**src/rtl/odg_pkg.sv**
```systemverilog
package odg_pkg;
  localparam int CTL_MODE_BIT = 0;
  localparam int CTL_LVL_BIT  = 1;
  typedef enum logic {AUX_IRQ = 1'b0, AUX_GPO = 1'b1} aux_mode_e;
endpackage

```
**src/rtl/odg_sync.sv**
```systemverilog
module odg_sync #(
  parameter int W      = 8,
  parameter int STAGES = 2
) (
  input  logic         clk,
  input  logic         rst,
  input  logic [W-1:0] d,
  output logic [W-1:0] q
);
  logic [W-1:0] st [STAGES];

  for (genvar i = 0; i < STAGES; i++) begin : g_stage
    if (i == 0) begin : g_first
      always_ff @(posedge clk) begin
        if (rst) st[i] <= '1;
        else     st[i] <= d;
      end
    end else begin : g_next
      always_ff @(posedge clk) begin
        if (rst) st[i] <= '1;
        else     st[i] <= st[i-1];
      end
    end
  end

  assign q = st[STAGES-1];
endmodule

```
**src/rtl/odg_regs.sv**
```systemverilog
module odg_regs
  import odg_pkg::*;
#(
  parameter int W = 8
) (
  input  logic         clk,
  input  logic         rst,
  input  logic [W-1:0] wr_data,
  input  logic         dir_wr,
  input  logic         lvl_wr,
  input  logic         ctl_wr,
  output logic [W-1:0] cfg_q,
  output logic [W-1:0] out_q,
  output aux_mode_e    aux_mode,
  output logic         aux_lvl,
  output logic [W-1:0] pull_low
);
  always_ff @(posedge clk) begin
    if (rst) begin
      cfg_q    <= '1;
      out_q    <= '1;
      aux_mode <= AUX_IRQ;
      aux_lvl  <= 1'b1;
    end else begin
      if (dir_wr) cfg_q <= wr_data;
      if (lvl_wr) out_q <= wr_data;
      if (ctl_wr) begin
        aux_mode <= aux_mode_e'(wr_data[CTL_MODE_BIT]);
        aux_lvl  <= wr_data[CTL_LVL_BIT];
      end
    end
  end

  // open drain: only a pull-low enable per pin
  assign pull_low = ~cfg_q & ~out_q;
endmodule

```
**src/rtl/odg_chg.sv**
```systemverilog
module odg_chg #(
  parameter int W = 8
) (
  input  logic         clk,
  input  logic         rst,
  input  logic         rd_stb,
  input  logic [W-1:0] sync_q,
  input  logic [W-1:0] cfg_q,
  output logic [W-1:0] in_q,
  output logic         flag
);
  logic diff;
  assign diff = |(cfg_q & (sync_q ^ in_q));

  always_ff @(posedge clk) begin
    if (rst) begin
      in_q <= '1;
      flag <= 1'b0;
    end else begin
      if (rd_stb) in_q <= sync_q;
      flag <= rd_stb ? 1'b0 : (flag | diff);
    end
  end
endmodule

```
**src/rtl/odgpio_bank.sv**
```systemverilog
module odgpio_bank
  import odg_pkg::*;
#(
  parameter int NPORT       = 8,
  parameter int SYNC_STAGES = 2
) (
  input  logic             clk,
  input  logic             rst,
  input  logic [NPORT-1:0] wr_data,
  input  logic             dir_wr,
  input  logic             lvl_wr,
  input  logic             ctl_wr,
  input  logic             rd_stb,
  input  logic [NPORT-1:0] pin_in,
  output logic [NPORT-1:0] pin_pull_low,
  output logic [NPORT-1:0] in_reg,
  output logic             aux_pull_low
);
  logic [NPORT-1:0] sync_q;
  logic [NPORT-1:0] cfg_q;
  logic [NPORT-1:0] out_q;
  aux_mode_e        aux_mode;
  logic             aux_lvl;
  logic             chg_flag;

  odg_sync #(.W(NPORT), .STAGES(SYNC_STAGES)) u_sync (
    .clk(clk), .rst(rst), .d(pin_in), .q(sync_q)
  );

  odg_regs #(.W(NPORT)) u_regs (
    .clk(clk), .rst(rst), .wr_data(wr_data),
    .dir_wr(dir_wr), .lvl_wr(lvl_wr), .ctl_wr(ctl_wr),
    .cfg_q(cfg_q), .out_q(out_q), .aux_mode(aux_mode),
    .aux_lvl(aux_lvl), .pull_low(pin_pull_low)
  );

  odg_chg #(.W(NPORT)) u_chg (
    .clk(clk), .rst(rst), .rd_stb(rd_stb), .sync_q(sync_q),
    .cfg_q(cfg_q), .in_q(in_reg), .flag(chg_flag)
  );

  assign aux_pull_low = (aux_mode == AUX_GPO) ? ~aux_lvl : chg_flag;
endmodule

```
**config.mk**
```make
export PLATFORM = sky130hd
export DESIGN_NAME = odgpio_bank
export DESIGN_NICKNAME = d
export VERILOG_FILES = /design/src/rtl/odg_pkg.sv /design/src/rtl/odg_sync.sv /design/src/rtl/odg_regs.sv /design/src/rtl/odg_chg.sv /design/src/rtl/odgpio_bank.sv
export SDC_FILE = /design/constraint.sdc
export NUM_CORES = 1
export LEC_CHECK = 0
export BUFFER_PORTS_ARGS = -buffer_cell sky130_fd_sc_hd__buf_2
export CAP_MARGIN = 30
export CORE_UTILIZATION = 43
export CTS_BUF_LIST = sky130_fd_sc_hd__clkbuf_16
export DETAILED_ROUTE_END_ITERATION = 8
export PLACE_DENSITY = 0.65
export SYNTH_ARGS = -nofsm -noshare
export SYNTH_HDL_FRONTEND = slang
export SYNTH_SLANG_ARGS = --single-unit
```
**constraint.sdc**
```tcl
create_clock -name clk -period 1.3 [get_ports clk]
set_input_delay 0.26 -clock clk [delete_from_list [all_inputs] [get_ports clk]]
set_output_delay 0.26 -clock clk [all_outputs]
set_load 0.01 [all_outputs]
```
==> results.tsv <==
stage	metric	value	unit
worst_hold_path	hold_path_class	primary input to flip-flop	
yosys	synth_top_area_frac	0.5513	
critical_path	crit_required	1040	ps
sta	slew_headroom	0.5562	
sta	finalHoldViolations	0	
die	ios	39	
die	die_area	0.003876	mm^2
detailed_routing	remaining_drc_errors	0	
die	rows	21	
power_and_ir_drop	p_sw	0.6055	mW
detailed_routing	ant_nets	0	
finish	nets	201	
finish	syn_to_final_growth	22.12	%
detailed_routing	vias_per_cell	4.885	
sta	fmax	793.3	MHz
run	cap_violations	0	
yosys	syn-num-nets	164	
clock_tree	cts_setup_buffers	0	
finish	layout-drive-gt1-share	0.3500	
clock_tree	cts_root_buf	clkbuf_16	
finish	final_util	0.5582	
clock_tree	clock_latency	280	ps
placement	gp_congestion	0.6882	
grt	grt_overflow	0	
sta	setup_viol	0	
yosys	yosysTopAreaCell	dfxtp_1	
power_and_ir_drop	power_frac_comb	0.093	
grt	antenna_found_initial	0	
die	initial_core_util	0.4571	
die	die_h	62.26	um
clock_tree	cts_sinks	43	
yosys	syn_inst	142	
detailed_routing	vias	1104	
power_and_ir_drop	seq_power_share	0.510	
clock_tree	cts_buffers	5	
grt	grt_pass1_wl	4491	um
sta	hold_ws	161.4	ps
sta	fin_crit_sh	0.9697	
sta	fin_crit	1261	ps
finish	diodes	0	
yosys	synth_warnings	0	
sta	finClkSkew	3.389	ps
grt	grt_start_max_net_pins	44	
placement	placement.io_buffers	38	
placement	placed_cells	218	
critical_path	crit_fanout	2	
yosys	syn-mean-instance-area	11.00	um^2
yosys	ys_ff_latch	43	
yosys	synth_area_leaders	dfxtp_1, a211o_1, nor2b_1, or2_2, xor2_1	
power_and_ir_drop	p_leak	0.8206	nW
yosys	ys_types	18	
power_and_ir_drop	p_int	2.231	mW
critical_path	cp-start-kind	flip-flop	
sta	setup_ws	39.40	ps
sta	setup-tns-final	0	ps
critical_path	endpoint_kind	primary output	
detailed_routing	wl_per_cell	11.87	um
die	die_w	62.26	um
power_and_ir_drop	power.density	1488	mW/mm^2
clock_tree	htree_levels	2	
sta	tightestPinTransition	665.6	ps
clock_tree	ctsResizeCount	0	
finish	instances_no_fill	226	
critical_path	critical_path_class	flip-flop to primary output	
detailed_routing	drt_iter0_drc	53	
critical_path	cp_data_arrival_time	1000	ps
power_and_ir_drop	p_sw_frac	0.2135	
yosys	ys_seq_area_frac	0.5513	
grt	grt_pass1_vias	1013	
clock_tree	cts_hold_buffers	0	
clock_tree	cts_tree	done	
finish	layout_common_cells	dfxtp_1, buf_2, a211o_1	
die	core_area	0.003416	mm^2
detailed_routing	drtPass1Iterations	4	
clock_tree	cts.clk_slew.worst_paths	50	ps
status	outcome	completed	
yosys	synth_area	0.001561	mm^2
placement	dp_slack	155.1	ps
finish	mostFrequentLayoutCell	dfxtp_1	
placement	dpl.hpwl	1831	um
grt	grt_usage	0.1518	
clock_tree	clockBufferDepth	2	
detailed_routing	drt_wl_total	2683	um
sta	rsz0062_at_grt	no	
sta	finalMaxSlewViolations	0	
power_and_ir_drop	power_frac_clock	0.398	
power_and_ir_drop	peakVddDrop	0.9913	mV
[state kept, by name, indices dropped and copies added, names as in the netlist]
name	count
u_chg.flag	1
u_chg.in_q	8
u_regs.aux_lvl	1
u_regs.aux_mode	1
u_regs.cfg_q	8
u_regs.out_q	8
u_sync.st	16
[power groups by stage]
stage	combinational, mW	clock (mW)	sequential [mW]
floorplan	0.174	0	1.47
finish	0.263	1.13	1.45
global route	0.291	1.25	1.46
detailed placement	0.265	0	1.47
CTS	0.267	1.17	1.45
global placement	0.254	0	1.47
[metal layers]
layer | up-vias | GRT usage | routed length [um]
li1 | 559 | - | -
met1 | 501 | 0.1798 | 1187
met2 | 36 | 0.2349 | 1274
met3 | 8 | 0.05882 | 170
met4 | 0 | 0.08430 | 51
met5 | - | 0 | 0
[cell families after synthesis]
family          count (synthesis)  share of synthesized area
compound gates                 30                     0.1707
mux                             2                    0.01282
buf+inv                         9                    0.02804
simple gates                   50                     0.1875
flops                          43                     0.5513
xor+xnor                        8                    0.04968
[cell usage after synthesis]
cell and instances:
or2_2 16, a311oi_1 1, nor2b_1 24, a21oi_1 1
mux2i_1 2, xor2_1 7, nor2_1 9, buf_2 2
a22o_1 1, nor2b_2 1, buf_4 2, a221oi_2 1
a222oi_1 1, inv_1 1, clkbuf_1 4, dfxtp_1 43
xor2_2 1, a211o_1 25
[through the flow]
stage,instance area (um^2),power (mW)
6_report,1907,2.837
4_1_cts,1907,2.880
5_1_grt,1907,2.994
3_3_place_gp,1769,1.724
2_1_floorplan,1562,1.643
3_5_place_dp,1769,1.738
[worst max-delay path, cell delays in order (launching register included)]
cell	delay, ps
dfxtp_1	350
mux2i_1	220
buf_2	160
[final timing paths]
check,endpoint,start,slack (ps),cells after the start
max,aux_pull_low,u_regs.aux_mode,40,2
min,u_sync.st[0][2],pin_in[2],160,2
max reg2reg,u_chg.flag,u_chg.in_q[2],140,4
min reg2reg,u_sync.st[1][5],u_sync.st[0][5],400,1
[cell type report]
| class | instances | area [um^2] |
|---|---|---|
| Clock buffer | 5 | 125.1 |
| Timing Repair Buffer | 38 | 190.2 |
| Clock inverter | 3 | 12.51 |
| Sequential cell | 43 | 860.8 |
| Inverter | 1 | 3.754 |
| Multi-Input combinational cell | 90 | 656.9 |
| Fill cell | 310 | 1509 |
| Tap cell | 46 | 57.56 |
Note: power is estimated with default switching activity, not from simulation.
